`config.mk`:
```
export PLATFORM = sky130hd
export DESIGN_NAME = sci_regcore
export DESIGN_NICKNAME = d
export VERILOG_FILES = /design/src/rtl/sci_core_pkg.sv /design/src/rtl/sci_cfg_regs.sv /design/src/rtl/sci_tx_ctrl.sv /design/src/rtl/sci_rx_ctrl.sv /design/src/rtl/sci_regcore.sv
export SDC_FILE = /design/constraint.sdc
export NUM_CORES = 1
export LEC_CHECK = 0
export BUFFER_PORTS_ARGS = -buffer_cell sky130_fd_sc_hd__buf_4
export CAP_MARGIN = 40
export CORE_ASPECT_RATIO = 1.5
export CORE_UTILIZATION = 30
export DETAILED_ROUTE_END_ITERATION = 6
export GPL_TIMING_DRIVEN = 0
export SKIP_CTS_REPAIR_TIMING = 1
export SYNTH_ARGS = -nofsm -noshare
export SYNTH_HDL_FRONTEND = slang
export SYNTH_SLANG_ARGS = --single-unit
```
`constraint.sdc`:
```
create_clock -name clk -period 1.5 [get_ports clk]
set_input_delay 0.075 -clock clk [delete_from_list [all_inputs] [get_ports clk]]
set_output_delay 0.075 -clock clk [all_outputs]
set_load 0.02 [all_outputs]
```
`src/rtl/sci_core_pkg.sv`:
```
`timescale 1ns/1ps
package sci_core_pkg;
    localparam int unsigned REG_AW = 3;

    localparam logic [REG_AW-1:0] OFS_MODE  = 3'd0;
    localparam logic [REG_AW-1:0] OFS_RATE  = 3'd1;
    localparam logic [REG_AW-1:0] OFS_CTRL  = 3'd2;
    localparam logic [REG_AW-1:0] OFS_TDATA = 3'd3;
    localparam logic [REG_AW-1:0] OFS_STAT  = 3'd4;
    localparam logic [REG_AW-1:0] OFS_RDATA = 3'd5;
    localparam logic [REG_AW-1:0] OFS_EXTA  = 3'd6;
    localparam logic [REG_AW-1:0] OFS_EXTB  = 3'd7;

    // control bit positions
    localparam int unsigned CB_TXIE = 7;
    localparam int unsigned CB_RXIE = 6;
    localparam int unsigned CB_TXEN = 5;
    localparam int unsigned CB_RXEN = 4;
    localparam int unsigned CB_ENDIE = 2;

    // status bit positions
    localparam int unsigned SB_EMPTY = 7;
    localparam int unsigned SB_FULL  = 6;
    localparam int unsigned SB_ERRHI = 5;
    localparam int unsigned SB_ERRLO = 3;
    localparam int unsigned SB_TEND  = 2;
    localparam int unsigned SB_MPBT  = 0;
    localparam int unsigned ERR_W    = SB_ERRHI - SB_ERRLO + 1;

    typedef enum logic [1:0] {
        TX_IDLE    = 2'd0,
        TX_SENDING = 2'd1,
        TX_QUEUED  = 2'd2
    } tx_state_e;

    typedef enum logic {
        RX_OPEN = 1'b0,
        RX_GAP  = 1'b1
    } rx_state_e;
endpackage

```
`src/rtl/sci_cfg_regs.sv`:
```
`timescale 1ns/1ps
module sci_cfg_regs
    import sci_core_pkg::*;
#(
    parameter int unsigned DW = 8
) (
    input  logic              clk,
    input  logic              rst_n,
    input  logic              wr_en,
    input  logic [REG_AW-1:0] addr,
    input  logic [DW-1:0]     wdata,
    output logic [DW-1:0]     mode_q,
    output logic [DW-1:0]     rate_q,
    output logic [DW-1:0]     ctrl_q,
    output logic [DW-1:0]     exta_q,
    output logic [DW-1:0]     extb_q
);
    localparam logic [DW-1:0] RATE_RST = {DW{1'b1}};

    logic locked;
    assign locked = ctrl_q[CB_TXEN] | ctrl_q[CB_RXEN];

    always_ff @(posedge clk or negedge rst_n) begin
        if (!rst_n) begin
            mode_q <= '0;
            rate_q <= RATE_RST;
            ctrl_q <= '0;
            exta_q <= '0;
            extb_q <= '0;
        end else if (wr_en) begin
            unique case (addr)
                OFS_MODE: if (!locked) mode_q <= wdata;
                OFS_RATE: if (!locked) rate_q <= wdata;
                OFS_CTRL: ctrl_q <= wdata;
                OFS_EXTA: exta_q <= wdata;
                OFS_EXTB: extb_q <= wdata;
                default: ;
            endcase
        end
    end
endmodule

```
`src/rtl/sci_tx_ctrl.sv`:
```
`timescale 1ns/1ps
module sci_tx_ctrl
    import sci_core_pkg::*;
#(
    parameter int unsigned DW = 8
) (
    input  logic          clk,
    input  logic          rst_n,
    input  logic          tdr_wr,
    input  logic          ctrl_wr,
    input  logic [DW-1:0] wdata,
    input  logic          frame_tick,
    input  logic          tie,
    input  logic          teie,
    output logic [DW-1:0] tdr_q,
    output logic          data_empty,
    output logic          tx_end,
    output logic          tx_strobe,
    output logic [DW-1:0] tx_byte,
    output logic          irq_tx,
    output logic          irq_tend
);
    localparam logic [DW-1:0] TDR_RST = {DW{1'b1}};

    tx_state_e st_q, st_mid, st_n;
    logic          launch;
    logic          tend_set;
    logic [DW-1:0] launch_byte;
    logic [DW-1:0] tdr_n;
    logic          irq_tx_n;
    logic          irq_tend_n;

    // state register
    always_ff @(posedge clk or negedge rst_n) begin
        if (!rst_n) begin
            st_q  <= TX_IDLE;
            tdr_q <= TDR_RST;
        end else begin
            st_q  <= st_n;
            tdr_q <= tdr_n;
        end
    end

    // next state: tick first, then data write, then a forcing control write
    always_comb begin
        st_mid      = st_q;
        launch      = 1'b0;
        tend_set    = 1'b0;
        launch_byte = tdr_q;
        tdr_n       = tdr_q;
        if (frame_tick) begin
            unique case (st_q)
                TX_QUEUED:  begin launch = 1'b1; st_mid = TX_SENDING; end
                TX_SENDING: begin st_mid = TX_IDLE; tend_set = teie; end
                TX_IDLE:    tend_set = teie;
                default:    st_mid = TX_IDLE;
            endcase
        end
        st_n = st_mid;
        if (tdr_wr) begin
            tdr_n = wdata;
            unique case (st_mid)
                TX_IDLE: begin
                    launch      = 1'b1;
                    launch_byte = wdata;
                    st_n        = TX_SENDING;
                end
                TX_SENDING: st_n = TX_QUEUED;
                TX_QUEUED:  st_n = TX_QUEUED;
                default:    st_n = TX_IDLE;
            endcase
        end
        if (ctrl_wr && wdata[CB_TXEN]) begin
            st_n = TX_IDLE;
        end
    end

    // interrupt and strobe next values
    always_comb begin
        irq_tx_n = (launch & tie) |
                   (ctrl_wr & wdata[CB_TXEN] & wdata[CB_TXIE]);
        if (launch) begin
            irq_tend_n = 1'b0;
        end else if (ctrl_wr && !wdata[CB_ENDIE]) begin
            irq_tend_n = 1'b0;
        end else if (tend_set) begin
            irq_tend_n = 1'b1;
        end else begin
            irq_tend_n = irq_tend;
        end
    end

    // output register
    always_ff @(posedge clk or negedge rst_n) begin
        if (!rst_n) begin
            tx_strobe <= 1'b0;
            tx_byte   <= '0;
            irq_tx    <= 1'b0;
            irq_tend  <= 1'b0;
        end else begin
            tx_strobe <= launch;
            if (launch) tx_byte <= launch_byte;
            irq_tx    <= irq_tx_n;
            irq_tend  <= irq_tend_n;
        end
    end

    assign data_empty = (st_q != TX_QUEUED);
    assign tx_end     = (st_q == TX_IDLE);
endmodule

```
`src/rtl/sci_rx_ctrl.sv`:
```
`timescale 1ns/1ps
module sci_rx_ctrl
    import sci_core_pkg::*;
#(
    parameter int unsigned DW = 8
) (
    input  logic             clk,
    input  logic             rst_n,
    input  logic             rx_valid,
    input  logic [DW-1:0]    rx_byte,
    input  logic             rx_slot_tick,
    input  logic             brk,
    input  logic             re,
    input  logic             rie,
    input  logic             ctrl_wr,
    input  logic             stat_wr,
    input  logic             stat_rd,
    input  logic             rdr_rd,
    input  logic [DW-1:0]    wdata,
    output logic [DW-1:0]    rdr_q,
    output logic             rx_full,
    output logic [ERR_W-1:0] err_q,
    output logic             mpbt_q,
    output logic             rx_ready,
    output logic             irq_rx,
    output logic             irq_err
);
    rx_state_e st_q, st_n;
    logic             take;
    logic             full_mid;
    logic             accept;
    logic             overrun;
    logic [ERR_W-1:0] snap_q;
    logic [ERR_W-1:0] err_base;
    logic [ERR_W-1:0] err_n;
    logic             err_set;
    logic             ctrl_clr;
    logic             stat_clr;
    logic             irq_err_n;

    assign rx_ready = re & (st_q == RX_OPEN);
    assign take     = rx_valid & rx_ready;
    assign full_mid = rx_full & ~rdr_rd;
    assign accept   = take & ~full_mid;
    assign overrun  = take & full_mid;

    // state register
    always_ff @(posedge clk or negedge rst_n) begin
        if (!rst_n) st_q <= RX_OPEN;
        else        st_q <= st_n;
    end

    always_comb begin
        st_n = st_q;
        unique case (st_q)
            RX_OPEN: if (take)         st_n = RX_GAP;
            RX_GAP:  if (rx_slot_tick) st_n = RX_OPEN;
            default: st_n = RX_OPEN;
        endcase
    end

    always_comb begin
        err_base  = stat_wr ? wdata[SB_ERRHI:SB_ERRLO] : err_q;
        err_n     = err_base | {overrun, brk, 1'b0};
        err_set   = (overrun | brk) & rie;
        ctrl_clr  = ctrl_wr & ~wdata[CB_RXIE];
        stat_clr  = stat_wr & (snap_q != '0) &
                    (wdata[SB_ERRHI:SB_ERRLO] == '0);
        if (ctrl_clr)      irq_err_n = 1'b0;
        else if (err_set)  irq_err_n = 1'b1;
        else if (stat_clr) irq_err_n = 1'b0;
        else               irq_err_n = irq_err;
    end

    // output register
    always_ff @(posedge clk or negedge rst_n) begin
        if (!rst_n) begin
            rdr_q   <= '0;
            rx_full <= 1'b0;
            err_q   <= '0;
            mpbt_q  <= 1'b0;
            snap_q  <= '0;
            irq_rx  <= 1'b0;
            irq_err <= 1'b0;
        end else begin
            if (accept) rdr_q <= rx_byte;
            rx_full <= full_mid | accept;
            err_q   <= err_n;
            if (stat_wr) mpbt_q <= wdata[SB_MPBT];
            if (stat_rd) snap_q <= err_q;
            irq_rx  <= accept & rie;
            irq_err <= irq_err_n;
        end
    end
endmodule

```
`src/rtl/sci_regcore.sv`:
```
`timescale 1ns/1ps
module sci_regcore
    import sci_core_pkg::*;
#(
    parameter int unsigned DW = 8
) (
    input  logic              clk,
    input  logic              rst_n,
    input  logic              bus_wr,
    input  logic              bus_rd,
    input  logic [REG_AW-1:0] bus_addr,
    input  logic [DW-1:0]     bus_wdata,
    output logic [DW-1:0]     bus_rdata,
    output logic [DW-1:0]     cfg_mode,
    output logic [DW-1:0]     cfg_rate,
    input  logic              frame_tick,
    output logic              tx_strobe,
    output logic [DW-1:0]     tx_byte,
    input  logic              rx_valid,
    input  logic [DW-1:0]     rx_byte,
    input  logic              rx_slot_tick,
    output logic              rx_ready,
    input  logic              brk_in,
    output logic              irq_rx,
    output logic              irq_tx,
    output logic              irq_tend,
    output logic              irq_err
);
    logic [DW-1:0]    ctrl_q;
    logic [DW-1:0]    exta_q;
    logic [DW-1:0]    extb_q;
    logic [DW-1:0]    tdr_q;
    logic [DW-1:0]    rdr_q;
    logic [DW-1:0]    stat_v;
    logic [ERR_W-1:0] err_q;
    logic             data_empty;
    logic             tx_end;
    logic             rx_full;
    logic             mpbt_q;
    logic             wr_ctrl;
    logic             wr_tdata;
    logic             wr_stat;
    logic             rd_stat;
    logic             rd_rdata;

    assign wr_ctrl  = bus_wr & (bus_addr == OFS_CTRL);
    assign wr_tdata = bus_wr & (bus_addr == OFS_TDATA);
    assign wr_stat  = bus_wr & (bus_addr == OFS_STAT);
    assign rd_stat  = bus_rd & (bus_addr == OFS_STAT);
    assign rd_rdata = bus_rd & (bus_addr == OFS_RDATA);

    sci_cfg_regs #(.DW(DW)) u_cfg (
        .clk    (clk),
        .rst_n  (rst_n),
        .wr_en  (bus_wr),
        .addr   (bus_addr),
        .wdata  (bus_wdata),
        .mode_q (cfg_mode),
        .rate_q (cfg_rate),
        .ctrl_q (ctrl_q),
        .exta_q (exta_q),
        .extb_q (extb_q)
    );

    sci_tx_ctrl #(.DW(DW)) u_tx (
        .clk        (clk),
        .rst_n      (rst_n),
        .tdr_wr     (wr_tdata),
        .ctrl_wr    (wr_ctrl),
        .wdata      (bus_wdata),
        .frame_tick (frame_tick),
        .tie        (ctrl_q[CB_TXIE]),
        .teie       (ctrl_q[CB_ENDIE]),
        .tdr_q      (tdr_q),
        .data_empty (data_empty),
        .tx_end     (tx_end),
        .tx_strobe  (tx_strobe),
        .tx_byte    (tx_byte),
        .irq_tx     (irq_tx),
        .irq_tend   (irq_tend)
    );

    sci_rx_ctrl #(.DW(DW)) u_rx (
        .clk          (clk),
        .rst_n        (rst_n),
        .rx_valid     (rx_valid),
        .rx_byte      (rx_byte),
        .rx_slot_tick (rx_slot_tick),
        .brk          (brk_in),
        .re           (ctrl_q[CB_RXEN]),
        .rie          (ctrl_q[CB_RXIE]),
        .ctrl_wr      (wr_ctrl),
        .stat_wr      (wr_stat),
        .stat_rd      (rd_stat),
        .rdr_rd       (rd_rdata),
        .wdata        (bus_wdata),
        .rdr_q        (rdr_q),
        .rx_full      (rx_full),
        .err_q        (err_q),
        .mpbt_q       (mpbt_q),
        .rx_ready     (rx_ready),
        .irq_rx       (irq_rx),
        .irq_err      (irq_err)
    );

    always_comb begin
        stat_v                   = '0;
        stat_v[SB_EMPTY]         = data_empty;
        stat_v[SB_FULL]          = rx_full;
        stat_v[SB_ERRHI:SB_ERRLO] = err_q;
        stat_v[SB_TEND]          = tx_end;
        stat_v[SB_MPBT]          = mpbt_q;
    end

    always_comb begin
        unique case (bus_addr)
            OFS_MODE:  bus_rdata = cfg_mode;
            OFS_RATE:  bus_rdata = cfg_rate;
            OFS_CTRL:  bus_rdata = ctrl_q;
            OFS_TDATA: bus_rdata = tdr_q;
            OFS_STAT:  bus_rdata = stat_v;
            OFS_RDATA: bus_rdata = rdr_q;
            OFS_EXTA:  bus_rdata = exta_q;
            OFS_EXTB:  bus_rdata = extb_q;
            default:   bus_rdata = '0;
        endcase
    end
endmodule

```
==> results of run 1 <==
routing by layer:
metal | GRT usage, % | vias up | routed length (um)
li1 | - | 1371 | -
met1 | 20.1 | 1474 | 4130
met2 | 29.2 | 79 | 5710
met3 | 4.29 | 17 | 478
met4 | 6.56 | 0 | 295
met5 | 0 | - | 0
flip-flops by register name, indices dropped and copies added (netlist names), 2 cells and up:
signal,cells
u_cfg.extb_q,8
u_rx.err_q,3
u_cfg.mode_q,8
u_rx.snap_q,3
u_tx.tx_byte,8
u_cfg.exta_q,8
u_rx.rdr_q,8
u_cfg.ctrl_q,8
u_tx.tdr_q,8
u_cfg.rate_q,8
u_tx.st_q,2
power groups by stage:
stage / clock, mW / sequential (mW) / combinational [mW]
after floorplan: 0 / 3.42 / 0.983
after global placement: 0 / 3.26 / 1.96
after detailed placement: 0 / 3.29 / 2.01
after CTS: 2.03 / 3.26 / 2.02
after global routing: 2.14 / 3.34 / 2.46
final: 1.99 / 3.26 / 2.28
metrics by stage:
step / total power, mW / setup TNS [ps] / cells
finish: 7.52 / -1810 / 583
global route: 7.93 / -3130 / 583
CTS: 7.31 / -5430 / 563
detailed placement: 5.31 / -6110 / 547
global placement: 5.22 / -5360 / 546
floorplan: 4.40 / 0 / 334
cell type report:
cell class	instances	share of cell area (%)
flip-flops and latches	80	40.2
multi-input cells	227	35.3
repair buffers	77	12.8
clock buffers	12	4.89
well taps	156	3.88
plain buffers	20	2.01
inverters	7	0.522
clock inverters	4	0.398
logic make-up (layout without fill, tap and decap cells):
kind of cell,Yosys count,in the layout,share of synthesized area (%)
buf+inv,27,120,3.10
mux,73,73,21.9
compound gates,53,53,9.27
simple gates,100,100,12.8
flops,80,80,52.8
xor+xnor,1,1,0.229
worst reg2reg max path, stage by stage, from the launching register on:
cell     delay (ps)
dfrtp_2         430
or2_4           270
a21oi_2         350
buf_2           320
nand2_1          90
o21ai_0          90
Yosys cell counts (all sizes together), types with 7 or more instances:
library cell  count
a21oi            10
buf              13
clkbuf            7
dfrtp            64
dfstp            16
inv               7
mux2             56
mux2i            14
nand2            50
nand3             8
nor2             13
nor2b             7
o21ai            19
how the worst min path moves through the flow:
stage            startpoint              end  slack [ps]  cells past startpoint
6_report       bus_wdata[7]  u_cfg.ctrl_q[7]          -3                      3
5_1_grt        bus_wdata[7]  u_cfg.ctrl_q[7]           7                      3
4_1_cts               rst_n    u_rx.rdr_q[3]        -390                      1
3_5_place_dp          rst_n    u_rx.rdr_q[3]         -30                      1
3_3_place_gp   rx_slot_tick        u_rx.st_q         260                      2
2_1_floorplan         rst_n  u_cfg.ctrl_q[0]        -220                      0
==> results.cfg, run 1 <==
[outcome]
outcome = finished with violations
violations = negative hold slack, negative setup slack

[yosys]
synth.net_count = 361
yosys-top-cells-area = dfrtp_1 (42%), mux2_2 (14%), dfstp_2 (11%)
synth_top_area_share_pct = 41.8
synth_area_mm2 = 0.00383
post_synth_num_cell_types = 52
postSynthCellCount = 334
synth-edff-count = 0
ys_ff_latch = 80
synthArstFlopShare_pct = 100
yosysSeqAreaShare_pct = 52.8
yosys_warnings = 0
synth_top_area_cell = dfrtp_1
synth_flop_cell = dfrtp_1
syn_area_per_cell_um2 = 11.5

[route]
drt_wl_total_mm = 10.6
drtPass1Iterations = 4
wl_per_cell_um = 18.2
drtIter0Drc = 189
drc = 0
dr_total_vias = 2941
viasPerCell = 5.04
ant_nets = 0

[clock_network]
cts_sinks = 80
cts_buffer_depth = 2
cts_tree = yes
insertion_delay_ps = 340
cts_buffers = 9
htree_levels = 3
clkTransAtPathRegs_ps = 60
root_buffer = clkbuf_16

[finish]
diodes = 0
layout_common_cells = buf_4 (63), dfrtp_1 (62), mux2_2 (48)
layout_commonest_cell = buf_4
drive_above_1_share_pct = 45.2
fin_util_pct = 40.5
fin_nets = 449
multi_input_area_mm2 = 0.00178
final_area_mm2 = 0.00504
n_fill_cell = 1190
seq_area_mm2 = 0.00202
syn_to_final_growth_pct = 31.4

[setup_path]
cp_data_arrival_time_ps = 1710
reg2reg_to = u_tx.tx_byte[4]
critical_path_class = reg -> out
rrSetupSlack_ps = -140
worstPathCellList = or2_4, nor2_1, a21oi_1, o311ai_2, buf_4
rr_worst_depth = 5
cp.required_ps = 1420
cp_slowest_cell = dfrtp_2
critPathLaunch = u_tx.st_q[0]
end_kind = output port
cp-endpoint = bus_rdata[2]
start_kind = flip-flop
r2r-start = u_tx.st_q[0]
cpPeakStageDelay_ps = 430
cp.buffers_inverters = 1
path_delay_family = flip-flops
cp_max_fo = 5
critical_path_depth = 5

[global_routing]
antenna_found_initial = 0
grt_pass1_wl_mm = 16.6
grt_usage_pct = 17.0
gr-total-overflow = 0
grt_pass1_vias = 2940
grt_max_degree = 64

[timing]
worst_slew_pin_slew_ps = 586
holdWs_ps = -2.74
relSlewSlack_pct = 60.7
fin_crit_ps = 1780
worst_slack_ps = -285
hold_viol = 2
post-route-period-util_pct = 119
timing.fmax_mhz = 560
rsz0062_at_grt = true
fin_skew_ps = 3.40
setup_viol = 15
maxSlewViolCount = 0

[placement]
post_dp_cell_area_mm2 = 0.00449
io_buffers = 56
gp_congestion = 0.834
hpwl_mm = 7.78
place_ws_ps = -249

[floorplanning]
die_area_mm2 = 0.0132
core_mm2 = 0.0124
floorplan.initialDensity_pct = 30.8
die_w_um = 94.3
num_rows = 50
ios = 65
die_h_um = 140

[pwr]
p_sw_mw = 2.35
leakagePower_nw = 2.29
p_comb_share_pct = 30.2
powerDensity_mw_per_mm2 = 1490
swShare_pct = 31.2
ir_drop_mv = 0.739
p_int_mw = 5.17
p_clk_share_pct = 26.5
p_seq_share_pct = 43.3

[worst_hold_path]
min_path_type = in -> reg

[flow_run]
cap_violations = 0
(Power assumes the default switching activity.)
==> run 2: changes to the inputs <==
--- a/config.mk
+++ b/config.mk
@@ -7,10 +7,13 @@
 export LEC_CHECK = 0
 export BUFFER_PORTS_ARGS = -buffer_cell sky130_fd_sc_hd__buf_4
 export CAP_MARGIN = 40
+export CELL_PAD_IN_SITES_DETAIL_PLACEMENT = 1
+export CELL_PAD_IN_SITES_GLOBAL_PLACEMENT = 2
 export CORE_ASPECT_RATIO = 1.5
 export CORE_UTILIZATION = 30
 export DETAILED_ROUTE_END_ITERATION = 6
 export GPL_TIMING_DRIVEN = 0
+export PLACE_DENSITY_LB_ADDON = 0.1
 export SKIP_CTS_REPAIR_TIMING = 1
 export SYNTH_ARGS = -nofsm -noshare
 export SYNTH_HDL_FRONTEND = slang
==> run 2 against run 1 <==
  * The run ends with negative setup slack left
  * Cell count fell by 0.17%
  * First-iteration DRC count fell by 61%
  * Wire length up 15%
  * Flip-flop and latch count is the same
  * Sequential power about the same
  * Worst setup slack improved by 9.0 ps
  * Clock skew increased by 2.2 ps
  * Count of clock-buffer cells in the layout grew 2
  * Combinational power fell by 2%
  * Critical path type unchanged
  * Largest cell class unchanged
==> results.cfg, run 2 (synthesis gave the netlist of run 1 again) <==
[outcome]
outcome = finished with violations
violations = negative setup slack

[timing]
fin_skew_ps = 5.57
rsz0062_at_grt = true
hold_viol = 0
holdWs_ps = 8.88
final.setup.tns_ps = -2220
relSlewSlack_pct = 60.4
timing.fmax_mhz = 563
worst_slew_pin_slew_ps = 591
fin_crit_ps = 1780
setup_viol = 18
worst_slack_ps = -276
post-route-period-util_pct = 118
maxSlewViolCount = 0

[route]
drtPass1Iterations = 4
drc = 0
dr_total_vias = 2980
drt_wl_total_mm = 12.2
drtIter0Drc = 74
wl_per_cell_um = 21.0
viasPerCell = 5.12
ant_nets = 0

[placement]
post_dp_cell_area_mm2 = 0.00449
gp_congestion = 0.772
hpwl_mm = 8.81
place_ws_ps = -314
io_buffers = 56
place_inst = 547

[finish]
syn_to_final_growth_pct = 31.0
layout_common_cells = buf_4 (62), dfrtp_1 (61), nand2_1 (49)
final_area_mm2 = 0.00502
fin_nets = 448
layout_commonest_cell = buf_4
diodes = 0
final_cells = 582
drive_above_1_share_pct = 43.2
n_fill_cell = 1365

[flow_run]
cap_violations = 0

[setup_path]
cp.required_ps = 1420
critical_path_class = reg -> out
end_kind = output port
cp_data_arrival_time_ps = 1700
start_kind = flip-flop
cp_max_fo = 6

[global_routing]
grt_pass1_wl_mm = 18.9
gr-total-overflow = 0
grt_max_degree = 46
grt_usage_pct = 19.7
antenna_found_initial = 0
grt_pass1_vias = 3235

[worst_hold_path]
min_path_type = in -> reg

[floorplanning]
floorplan.initialDensity_pct = 30.8
num_rows = 50
die_area_mm2 = 0.0132
ios = 65
die_h_um = 140
die_w_um = 94.3
core_mm2 = 0.0124

[clock_network]
cts_tree = yes
insertion_delay_ps = 340
clkTransAtPathRegs_ps = 60
root_buffer = clkbuf_16
cts_sinks = 80
cts_buffer_depth = 2
htree_levels = 3
cts_buffers = 9

[pwr]
ir_drop_mv = 0.584
powerDensity_mw_per_mm2 = 1480
leakagePower_nw = 2.26
run 2: changes by cell type in the layout (fill, tap and decap cells not counted), sizes merged:
cell | previous run | this run
buf | 78 | 74
clkbuf | 20 | 25
clkinv | 4 | 2
run 2: power by group:
part	leakage, nW	total, mW	internal, mW	switching (mW)
Clock	0.125	1.97	1.12	0.847
Sequential	0.939	3.25	2.83	0.415
Combinational	1.20	2.23	1.11	1.11
run 2: stage by stage:
stage,util (%),power (mW)
after global placement,35.8,5.25
after detailed placement,36.0,5.33
final,40.3,7.44
after global routing,40.3,7.80
after floorplan,-,4.40
after CTS,38.1,7.32
run 2: metal layers:
layer	track usage (%)	wire length, um	vias up
met5	0	0	-
met4	7.77	283	0
met3	2.77	270	19
met2	34.6	6570	47
met1	23.9	5100	1547
li1	-	-	1367
run 2: cell type report:
cell class	instances	area [um^2]	area share (%)
plain buffers	20	113	2.24
repair buffers	76	634	12.6
well taps	156	195	3.89
inverters	7	26.3	0.523
flip-flops and latches	80	2030	40.3
clock inverters	2	10.0	0.199
clock buffers	14	244	4.86
multi-input cells	227	1770	35.3
run 2: path summary, 6_finish.rpt:
kind | depth (start not counted) | endpoint | from | slack [ps]
setup / recovery | 5 | bus_rdata[2] | u_tx.st_q[0] | -280
max in group asynchronous | 3 | u_cfg.rate_q[4] | rst_n | 590
hold / removal | 3 | u_cfg.ctrl_q[1] | bus_wdata[1] | 9
setup reg to reg | 5 | u_tx.irq_tx | u_tx.st_q[1] | -170
hold reg to reg | 1 | u_rx.rdr_q[0] | u_rx.rdr_q[0] | 490
min in group asynchronous | 2 | u_tx.tx_byte[1] | rst_n | 250
run 2: critical path, stage by stage (launching register included):
cell,delay [ps]
dfrtp_2,450
or2_4,290
nor2_4,80
a21oi_2,40
o311ai_2,300
buf_4,200
==> run 3: changes to the inputs <==
==> constraint.sdc (replaced) <==
create_clock -name clk -period 1.5 [get_ports clk]
set_input_delay 0.3 -clock clk [delete_from_list [all_inputs] [get_ports clk]]
set_output_delay 0.3 -clock clk [all_outputs]
set_load 0.02 [all_outputs]
==> run 3 against run 2 <==
  * The flow still finishes with violations (negative setup slack)
  * Core utilization increased by 2.8 points
  * Wire length increased by 2.0%
  * Sequential share of layout area decreased by 2.6 points
  * Critical path type unchanged
  * Highest routed layer unchanged
==> results.cfg, run 3 (synthesis gave the netlist of run 1 again) <==
[outcome]
outcome = finished with violations
violations = negative setup slack

[clock_network]
cts_buffers = 9
insertion_delay_ps = 340
cts_tree = yes
root_buffer = clkbuf_16
cts_buffer_depth = 2
htree_levels = 3
clkTransAtPathRegs_ps = 60
cts_sinks = 80

[route]
drt_wl_total_mm = 12.5
wl_per_cell_um = 21.2
drc = 0
drtPass1Iterations = 4
viasPerCell = 5.05
drtIter0Drc = 106
dr_total_vias = 2966
ant_nets = 0

[floorplanning]
ios = 65
die_area_mm2 = 0.0132
num_rows = 50
die_w_um = 94.3
die_h_um = 140
floorplan.initialDensity_pct = 30.8
core_mm2 = 0.0124

[setup_path]
cp_max_fo = 4
cpPeakStageDelay_ps = 430
r2r-start = u_cfg.ctrl_q[4]
cp.buffers_inverters = 1
cp.required_ps = 1200
cp_data_arrival_time_ps = 1630
path_delay_family = flip-flops
cp_slowest_cell = dfrtp_2
end_kind = output port
critical_path_class = reg -> out
worstPathCellList = or2_4, nor2_4, a21oi_2, o311ai_4, buf_6
rr_worst_depth = 6
rrSetupSlack_ps = -70
start_kind = flip-flop
reg2reg_to = u_rx.rdr_q[1]

[timing]
worst_slew_pin_slew_ps = 649
hold_viol = 0
relSlewSlack_pct = 56.5
worst_slack_ps = -433
timing.fmax_mhz = 517
fin_skew_ps = 8.12
post-route-period-util_pct = 129
rsz0062_at_grt = true
fin_crit_ps = 1930
maxSlewViolCount = 0
setup_viol = 25

[finish]
fin_util_pct = 43.2
syn_to_final_growth_pct = 40.3
drive_above_1_share_pct = 53.6
fin_nets = 453
final_cells = 587
diodes = 0
layout_common_cells = buf_4 (67), dfrtp_1 (61), mux2_2 (48)
final_area_mm2 = 0.00538
layout_commonest_cell = buf_4

[worst_hold_path]
min_from = rx_slot_tick
min_path_type = in -> reg
hold_depth = 2
hold_path_end = u_rx.st_q

[placement]
place_inst = 547
gp_congestion = 0.726
io_buffers = 56
hpwl_mm = 8.49
post_dp_cell_area_mm2 = 0.00462
place_ws_ps = -528

[global_routing]
grt_usage_pct = 19.7
grt_pass1_vias = 3125
grt_max_degree = 44
gr-total-overflow = 0
antenna_found_initial = 0
grt_pass1_wl_mm = 18.7

[pwr]
ir_drop_mv = 0.665
powerDensity_mw_per_mm2 = 1520
p_total_mw = 8.19
leakagePower_nw = 2.41

[flow_run]
cap_violations = 0
-- run 3: metal layers --
layer  routed length, um  up-vias  track usage, %
met5                   0        -               0
met4                 150        0            6.80
met3                 380        9            4.45
met2                6530       52            32.3
met1                5410     1528            25.2
li1                    -     1377               -
-- run 3: power by group --
group | total [mW] | internal (mW) | switching, mW
sequential | 3.25 | 2.83 | 0.418
combinational | 2.54 | 1.33 | 1.21
clock | 2.40 | 1.49 | 0.903
total | 8.19 | 5.66 | 2.53
-- run 3: worst max path at each step --
stage | from | end | slack [ps] | cells past startpoint
5_1_grt | u_tx.st_q[1] | bus_rdata[2] | -480 | 5
3_3_place_gp | bus_addr[1] | bus_rdata[4] | -540 | 7
6_report | u_tx.st_q[0] | bus_rdata[2] | -430 | 5
4_1_cts | u_tx.st_q[1] | bus_rdata[2] | -540 | 5
2_1_floorplan | bus_addr[2] | bus_rdata[7] | -10 | 5
3_5_place_dp | bus_addr[1] | bus_rdata[4] | -530 | 7
-- run 3: metrics by stage --
step                setup TNS (ps)  hold slack, ps
floorplan                    -41.0            4.41
global placement            -19080             460
finish                       -3130             152
detailed placement          -19670             346
CTS                         -10340           -26.1
global route                 -4620             145
-- run 3: layout make-up --
class                           count  area [um^2]
Fill cell                        1335         7070
Sequential cell                    80         2030
Multi-Input combinational cell    227         1940
Timing Repair Buffer               81          691
Clock buffer                       10          239
Tap cell                          156          195
Buffer                             20          174
Clock inverter                      6         82.6
Inverter                            7         32.5
